===== config.mk =====
export PLATFORM = sky130hd
export DESIGN_NAME = period_timer
export DESIGN_NICKNAME = d
export VERILOG_FILES = /design/src/rtl/tmr_pkg.sv /design/src/rtl/tmr_prescaler.sv /design/src/rtl/tmr_counter.sv /design/src/rtl/tmr_compare.sv /design/src/rtl/tmr_flag.sv /design/src/rtl/period_timer.sv
export SDC_FILE = /design/constraint.sdc
export NUM_CORES = 1
export LEC_CHECK = 0
export CAP_MARGIN = 5
export CORE_MARGIN = 4
export CORE_UTILIZATION = 48
export DETAILED_ROUTE_END_ITERATION = 16
export GPL_TIMING_DRIVEN = 0
export PLACE_DENSITY = 0.95
export SETUP_SLACK_MARGIN = 0.02
export SLEW_MARGIN = 0
export SYNTH_ARGS = -nofsm -noshare
export SYNTH_HDL_FRONTEND = slang
export SYNTH_SLANG_ARGS = --single-unit

===== constraint.sdc =====
create_clock -name clk -period 3.6 [get_ports clk]
set_input_delay 0.72 -clock clk [delete_from_list [all_inputs] [get_ports clk]]
set_output_delay 0.72 -clock clk [all_outputs]
set_load 0.005 [all_outputs]

===== src/rtl/tmr_pkg.sv =====
package tmr_pkg;
  localparam int CNT_W   = 16;
  localparam int PSC_W   = 2;
  localparam int MODE_W  = 4;
  localparam logic [MODE_W-1:0] MODE_PERIOD_CLR = 4'b1011;
endpackage


===== src/rtl/tmr_prescaler.sv =====
module tmr_prescaler #(
  parameter int PSC_W = 2
) (
  input  logic             clk,
  input  logic             rst,
  input  logic             tick_i,
  input  logic             run_i,
  input  logic             restart_i,
  input  logic [PSC_W-1:0] sel_i,
  output logic             inc_o
);
  // widest divider is 2**(2**PSC_W - 1); phase counter needs 2**PSC_W - 1 bits
  localparam int PH_W = (1 << PSC_W) - 1;

  logic [PH_W-1:0] phase_q;
  logic [PH_W:0]   span;
  logic [PH_W-1:0] last;
  logic            adv;

  always_comb begin
    span = (PH_W+1)'(1) << sel_i;
    last = PH_W'(span - 1'b1);
  end

  assign adv   = tick_i & run_i;
  assign inc_o = adv & ~restart_i & (phase_q == last);

  always_ff @(posedge clk) begin
    if (rst || restart_i) begin
      phase_q <= '0;
    end else if (adv) begin
      if (phase_q == last) phase_q <= '0;
      else                 phase_q <= phase_q + 1'b1;
    end
  end
endmodule


===== src/rtl/tmr_counter.sv =====
module tmr_counter #(
  parameter int W = 16
) (
  input  logic         clk,
  input  logic         rst,
  input  logic         wr_i,
  input  logic [W-1:0] wr_data_i,
  input  logic         clr_i,
  input  logic         inc_i,
  output logic [W-1:0] count_o,
  output logic         wrap_o
);
  logic [W-1:0] cnt_q;

  // load beats match-clear beats increment
  always_ff @(posedge clk) begin
    if (rst)        cnt_q <= '0;
    else if (wr_i)  cnt_q <= wr_data_i;
    else if (clr_i) cnt_q <= '0;
    else if (inc_i) cnt_q <= cnt_q + 1'b1;
  end

  assign wrap_o  = inc_i & ~wr_i & ~clr_i & (&cnt_q);
  assign count_o = cnt_q;
endmodule


===== src/rtl/tmr_compare.sv =====
module tmr_compare #(
  parameter int W      = 16,
  parameter int MODE_W = 4,
  parameter logic [MODE_W-1:0] CLR_MODE = 4'b1011
) (
  input  logic              clk,
  input  logic              rst,
  input  logic [W-1:0]      count_i,
  input  logic [W-1:0]      cmp_i,
  input  logic [MODE_W-1:0] mode_i,
  input  logic              conv_en_i,
  output logic              clr_o,
  output logic              start_o
);
  logic equal, equal_q, arrive, start_q;

  assign equal  = (count_i == cmp_i);
  assign arrive = equal & ~equal_q;
  assign clr_o  = arrive & (mode_i == CLR_MODE);

  always_ff @(posedge clk) begin
    if (rst) begin
      equal_q <= 1'b0;
      start_q <= 1'b0;
    end else begin
      equal_q <= equal;
      start_q <= clr_o & conv_en_i;
    end
  end

  assign start_o = start_q;
endmodule


===== src/rtl/tmr_flag.sv =====
module tmr_flag (
  input  logic clk,
  input  logic rst,
  input  logic set_i,
  input  logic clr_i,
  input  logic irq_en_i,
  output logic flag_o,
  output logic irq_o
);
  logic flag_q, irq_q, flag_d;

  // a new event is never lost to a simultaneous clear
  assign flag_d = set_i | (flag_q & ~clr_i);

  always_ff @(posedge clk) begin
    if (rst) begin
      flag_q <= 1'b0;
      irq_q  <= 1'b0;
    end else begin
      flag_q <= flag_d;
      irq_q  <= flag_d & irq_en_i;
    end
  end

  assign flag_o = flag_q;
  assign irq_o  = irq_q;
endmodule


===== src/rtl/period_timer.sv =====
module period_timer
  import tmr_pkg::*;
#(
  parameter int W      = CNT_W,
  parameter int PW     = PSC_W,
  parameter int MW     = MODE_W
) (
  input  logic          clk,
  input  logic          rst,
  input  logic          tick_i,
  input  logic          run_i,
  input  logic [PW-1:0] psc_sel_i,
  input  logic          wr_en_i,
  input  logic [W-1:0]  wr_data_i,
  input  logic [W-1:0]  cmp_val_i,
  input  logic [MW-1:0] cmp_mode_i,
  input  logic          conv_en_i,
  input  logic          irq_en_i,
  input  logic          flag_clr_i,
  output logic [W-1:0]  count_o,
  output logic          flag_o,
  output logic          irq_o,
  output logic          conv_start_o
);
  logic inc, match_clr, wrap;

  tmr_prescaler #(.PSC_W(PW)) u_psc (
    .clk(clk), .rst(rst), .tick_i(tick_i), .run_i(run_i),
    .restart_i(wr_en_i), .sel_i(psc_sel_i), .inc_o(inc)
  );

  tmr_counter #(.W(W)) u_cnt (
    .clk(clk), .rst(rst), .wr_i(wr_en_i), .wr_data_i(wr_data_i),
    .clr_i(match_clr), .inc_i(inc), .count_o(count_o), .wrap_o(wrap)
  );

  tmr_compare #(.W(W), .MODE_W(MW), .CLR_MODE(MODE_PERIOD_CLR)) u_cmp (
    .clk(clk), .rst(rst), .count_i(count_o), .cmp_i(cmp_val_i),
    .mode_i(cmp_mode_i), .conv_en_i(conv_en_i),
    .clr_o(match_clr), .start_o(conv_start_o)
  );

  tmr_flag u_flg (
    .clk(clk), .rst(rst), .set_i(wrap), .clr_i(flag_clr_i),
    .irq_en_i(irq_en_i), .flag_o(flag_o), .irq_o(irq_o)
  );
endmodule


# After elaboration in Yosys (flattened, before gate mapping)
# Cells that the tools add are included.
# Widths: inputs -> output; s select.
[op_classes] bitwise=16 shift=1 n_addsub=3 mux=4 n_eq_ne=3 n_reduce_logical=3
[ops] op="$mux 16" count=3
[ops] op="$add 16x1->16 const B" count=1
[ops] op="$eq 16x16->1" count=1
[ops] op="$reduce_and 16->1" count=1
[ops] op="$and 1x1->1" count=11
[ops] op="$eq 4x4->1 const B" count=1
[ops] op="$not 1->1" count=4
[ops] op="$add 3x1->3 const B" count=1
[ops] op="$eq 3x3->1" count=1
[ops] op="$mux 3" count=1
[ops] op="$reduce_bool 3->1" count=1
[ops] op="$shl 1x2->3 const A" count=1
[ops] op="$sub 3x1->3 const B" count=1
[ops] op="$logic_or 1x1->1" count=1
[ops] op="$or 1x1->1" count=1
[totals] word_cells=36 inputBits=46 regBits=23

# Depth between registers and ports, before layout
[depth] word_depth=9 mapped_depth=7

# Modules after synthesis
# A second synthesis with hierarchy kept.
[unflattened] cells_unflattened=174 hier_area_um2=1453.9
[modules_own_cells] module="tmr_counter" area_per_inst_um2=939.7 cells_per_inst=120 instances=1
[modules_own_cells] module="tmr_compare" area_per_inst_um2=247.7 cells_per_inst=28 instances=1
[modules_own_cells] module="tmr_prescaler" area_per_inst_um2=192.7 cells_per_inst=19 instances=1
[modules_own_cells] module="tmr_flag" area_per_inst_um2=73.8 cells_per_inst=7 instances=1

# Least setup slack after synthesis
# OpenSTA, ideal clock, no wires.
[synth_path] kind="input port to flip-flop" start="input psc_sel_i[0]" end="register u_cnt.cnt_q[13], in the netlist u_cnt.count_o[13]" setup_ns=0.118 required_time_ns=3.482 stages=5 slack_ns=1.521 t_arrival_ns=1.962 path_buffers=0 cell_sequence="and4_1 -> o31ai_4 -> a2111oi_2 -> a2111o_1 -> o2111a_1"
[synth_between] elab_chain_cells=5
[synth_rtl] item="start, declared" line="period_timer.sv:12" source="input logic [PW-1:0] psc_sel_i,"
[synth_rtl] item="$shl 1x2->3" line="tmr_prescaler.sv:21" source="span = (PH_W+1)'(1) << sel_i;"
[synth_rtl] item="$sub 3x1->3" line="tmr_prescaler.sv:22" source="last = PH_W'(span - 1'b1);"
[synth_rtl] item="$eq 3x3->1" line="tmr_prescaler.sv:26" source="assign inc_o = adv & ~restart_i & (phase_q == last);"
[synth_rtl] item="$and 1x1->1" line="tmr_prescaler.sv:26"
[synth_rtl] item="$reduce_bool 3->1 (no source line)"
[synth_rtl] item="end signal, assigned" line="tmr_counter.sv:18" source="else if (wr_i) cnt_q <= wr_data_i;"
[synth_rtl] item="end signal, assigned" line="tmr_counter.sv:20" source="else if (inc_i) cnt_q <= cnt_q + 1'b1;"
[synth_rtl] item="end, declared" line="tmr_counter.sv:13" source="logic [W-1:0] cnt_q;"
# No other way between the ends.
# A chain may end at the register's enable or synchronous reset.

# Worst setup path after layout
[layout_path] start="input psc_sel_i[1]" end="register u_flg.flag_q, in the netlist u_flg.flag_o"
[layout_between] elab_chain_cells=8
[layout_rtl] item="$shl 1x2->3" line="tmr_prescaler.sv:21"
[layout_rtl] item="$sub 3x1->3" line="tmr_prescaler.sv:22"
[layout_rtl] item="$eq 3x3->1" line="tmr_prescaler.sv:26"
[layout_rtl] item="$and 1x1->1" line="tmr_prescaler.sv:26"
[layout_rtl] item="$and 1x1->1 (3 in a row)" line="tmr_counter.sv:23" source="assign wrap_o = inc_i & ~wr_i & ~clr_i & (&cnt_q);"
[layout_rtl] item="$or 1x1->1" line="tmr_flag.sv:13" source="assign flag_d = set_i | (flag_q & ~clr_i);"
[layout_rtl] item="end signal, assigned" line="tmr_flag.sv:20" source="flag_q <= flag_d;"
[layout_rtl] item="end, declared" line="tmr_flag.sv:10" source="logic flag_q, irq_q, flag_d;"
# No other way between the ends.

==> run summary <==
The overall routing resource usage is 22.2%, and the detailed-route vias per instance is 5.94. The tools report the startpoint of the worst hold path as u_flg.flag_o. The tools report the global route total overflow as 0. Counting I/O delays and the setup requirement, the final critical path takes 2.50 ns. The highest routed metal layer was met4. For the total via count after detailed routing, the log shows 1769. After Yosys synthesis, and, or, nand and nor cells account for 23.0% of the synthesized area. For this design the ratio of total power to cell area is 247 nW/um^2. The run finished with clean final reports. The highest fanout seen on the critical path came out at 7. Smallest setup slack after layout: 1.10 ns. TritonCTS created 3 clock buffers. The count of buffers from port buffering is 64. The compound-gate portion of the synthesized area is 28.2%. Setup repair after global routing left no endpoint under its margin. During I/O placement, the number of pins put on the boundary was 65. In this run, synthesis inferred 0 flip-flops with an integrated enable. The critical path's slowest cell was a211oi_2. Counting every sink on the clock net gives 23. The critical path crosses 6 cells after its start point.

In this run the standard cell core region covers 3390 sq um. In this run, post-CTS repair resized a total of 0 instances. The tools report the via count of the first global-routing pass as 1633. Across the VDD grid, the largest voltage drop is 0.000134 V. Counting every net in the synthesized netlist gives 232.

The area growth from synthesis to layout came out at 42.0%. The synthesized design contains 23 register bits. For flop-to-flop paths, the worst setup slack is 1.31 ns.

After layout, the worst path uses 69.5% of the clock period. In this run, the number of DRC markers left after iteration 0 of detailed routing was 177. The adder-cell area share of the yosys netlist came out at 1.45%. Once the floorplan was initialized, standard cells occupied 50.8% of the core.

For the final cell utilization of the core, the log shows 72.2%. In this run the critical register-to-register path is captured at u_cnt.count_o[14]. The multiplexer share of the synthesized area is 0.581%. The nature of the critical path startpoint is an input port. The logs give 0 for the final-report hold violation count and 0 for the count of antenna-violating nets left after detailed routing. The post-synthesis area per instance was 9.36 sq um; the maximum count of clock buffers along a single path was 2.

For this run, asynchronously set or reset flops after synthesis account for 0%. For the number of antenna cells inserted, the log shows 0. The area of the mapped netlist is 1720 sq um. The post-route netlist has 11.5% of its cells at a drive strength greater than 1. The tools report the endpoint with the worst hold slack as u_flg.irq_o.

The number of antenna violations at the first check in global routing came out at 0. The worst setup path is captured at a register. After synthesis, the netlist uses 54 different library cells. After clock tree synthesis, the clock-pin slew on the worst setup and hold paths is 0.14 ns.

The total negative slack is 0 ns. The cell count of the worst reg-to-reg path was 6; the final worst clock skew was 0.00405 ns. The average wire per standard cell is 16.6 microns.

After detailed routing, the met3 layer carries 444 microns of wire. The final wirelength is 4.94 mm. The count of buffering cells on the critical path with inverters included was 1; the standard cell area after detailed placement was 2420 sq um. The Yosys step of the flow raised 0 warnings. The logs give 1 for the H-tree depth reported by CTS and 0.996 nW for the leakage power of the design. In this run the vertical extent of the chip is 67.9 microns.

Counting every instance in the synthesized netlist gives 184. Met2 wirelength from detailed routing: 2.25 mm. The first-pass iteration count of the detailed router is 8. Overall power of the completed layout: 0.000604 W. In the final routing, the length of wire on met1 measures 2.03 mm. The final routed DRC violation total came out at 0. The root buffer cell chosen for the clock tree is clkbuf_4. The floorplan has 21 rows. The clock network latency to the later pin of the worst-skew pair came out at 0.33 ns. The total die area came out at 4610 sq um. Critical path start-end classification: input port to register. Derived from the worst setup path, the maximum achievable clock frequency is 400 MHz. The max capacitance violation total is 0, and the final RePlAce weighted congestion is 0.861.

The worst register-to-register path begins at u_cnt.count_o[0]. The tools report the final-stage net count as 301. The logs give 0 for the number of post-CTS setup repair buffers and 0 for the count of final setup violators. The pin count of the biggest net entering global routing came out at 13.

The top cell family by delay on the critical path is compound AO/OA/AOI/OAI gates. Main combinational cell family by area after synthesis: compound AO/OA/AOI/OAI gates. The tools report the worst path required time as 3.88 ns. After legalization and detailed placement, the total HPWL measured 3.79 mm. The max-slew violation count was 0. The path category of the worst min-delay check was register to register. Commonest register cell after synthesis: dfxtp_1.

For the pin with the worst max-slew slack, the measured transition is 0.622 ns. The die is 67.9 microns wide. Of the synthesized area, sequential elements account for 26.7%. TritonCTS built the clock tree. The xor and xnor area share after synthesis came out at 14.7%. The worst pin sits at a relative slew slack of 58.5%. The finished cells cover 2450 sq um. The tools report the hold-fix buffer count after cts as 0. Traced cell by cell, the critical path runs through clkdlybuf4s50_1 -> and4_1 -> o31ai_4 -> a211oi_2 -> o2111ai_1 -> a21oi_1. For this run, the slowest stage of the critical path takes 0.60 ns. At the placement stage, the worst setup path has a slack of 0.799 ns. The arrival time at the worst endpoint was 2.78 ns; the cell depth of the worst hold path was 2. The first global-routing pass estimated 7.69 mm of wire.
[worst max path at each step]
stage,start,to,slack [ns]
global placement,cmp_val_i[11],u_cnt.count_o[6],0.79
global route,psc_sel_i[1],u_flg.flag_o,0.99
detailed placement,psc_sel_i[1],u_flg.flag_o,0.80
finish,psc_sel_i[1],u_flg.flag_o,1.10
floorplan,psc_sel_i[0],u_cnt.count_o[13],1.52
CTS,psc_sel_i[1],u_flg.flag_o,1.11
[cells in the final DEF, fill, tap and decap left out, types with 2 or more instances in the layout]
master           count
a2111oi_2            2
a211oi_1             2
a21oi_1              3
a2bb2oi_1            6
a31oi_1              3
and2_1               5
and3_1               3
and4_1               4
buf_2                4
buf_6                3
clkbuf_1             4
clkbuf_4             3
clkdlybuf4s50_1     64
dfxtp_1             23
ha_1                 2
inv_1                5
nand2_1             12
nand2b_1             2
nand3_1              4
nand4_1              5
nor2_1              11
nor3_1               5
nor4_1               3
nor4_2               2
o211a_1             11
o221a_2              2
o31a_1               2
o32ai_1              2
xnor2_1              9
xor2_1              20
[worst reg2reg max path, cell delays in order (launching register included)]
cell       delay (ns)
dfxtp_1          0.55
ha_1             0.29
nand4_1          0.32
or4b_1           0.61
xor2_1           0.16
a2bb2oi_1        0.15
o211a_1          0.17
[registers in the layout, summed over array words and instances (netlist names)]
name / cells
u_flg.irq_o: 1
u_cmp.start_o: 1
u_flg.flag_o: 1
u_cnt.count_o: 16
u_cmp.equal_q: 1
u_psc.phase_q: 3
[stage by stage]
stage	hold slack, ns	cells
3_5_place_dp	0.494	294
3_3_place_gp	0.481	294
5_1_grt	0.535	298
2_1_floorplan	0.479	184
6_report	0.510	298
4_1_cts	0.514	298
[cells in the mapped netlist (3+ instances only)]
cell	instances	area, sq um
dfxtp_1	23	460
xor2_1	20	175
nand2_1	12	45.0
nor2_1	11	41.3
o211a_1	11	110
xnor2_1	9	78.8
a2bb2oi_1	6	52.6
and2_1	5	31.3
inv_1	5	18.8
nand4_1	5	31.3
nor3_1	5	25.0
and4_1	4	35.0
buf_2	4	20.0
nand3_1	4	20.0
a21oi_1	3	15.0
a31oi_1	3	18.8
and3_1	3	18.8
buf_6	3	33.8
clkbuf_1	3	11.3
nor4_1	3	18.8
[final cells by class]
type | instances | area, sq um
Clock buffer | 4 | 26.3
Multi-Input combinational cell | 145 | 1170
Inverter | 5 | 18.8
Sequential cell | 23 | 460
Tap cell | 46 | 57.6
Fill cell | 237 | 942
Buffer | 11 | 72.6
Timing Repair Buffer | 64 | 641
[cell families after synthesis]
group	after synthesis
AO/OA/AOI/OAI	49
AND/OR/NAND/NOR	64
adder cells (fa/ha/maj)	2
multiplexers	1
XOR/XNOR	29
flip-flops	23
buffers and inverters	16
[power by group]
group / internal, W / switching, W / total [W] / leakage (nW)
Sequential: 0.000267 / 0.0000189 / 0.000286 / 0.189
Clock: 0.0000436 / 0.0000889 / 0.000133 / 0.0150
Combinational: 0.000112 / 0.0000736 / 0.000185 / 0.792
Total: 0.000423 / 0.000181 / 0.000604 / 0.996
[metal layers]
layer	vias up	GRT usage [%]
met4	0	12.2
met5	-	0
met1	794	28.1
met3	22	2.79
met2	110	36.5
li1	843	-
Note: power is estimated with default switching activity, not from simulation.
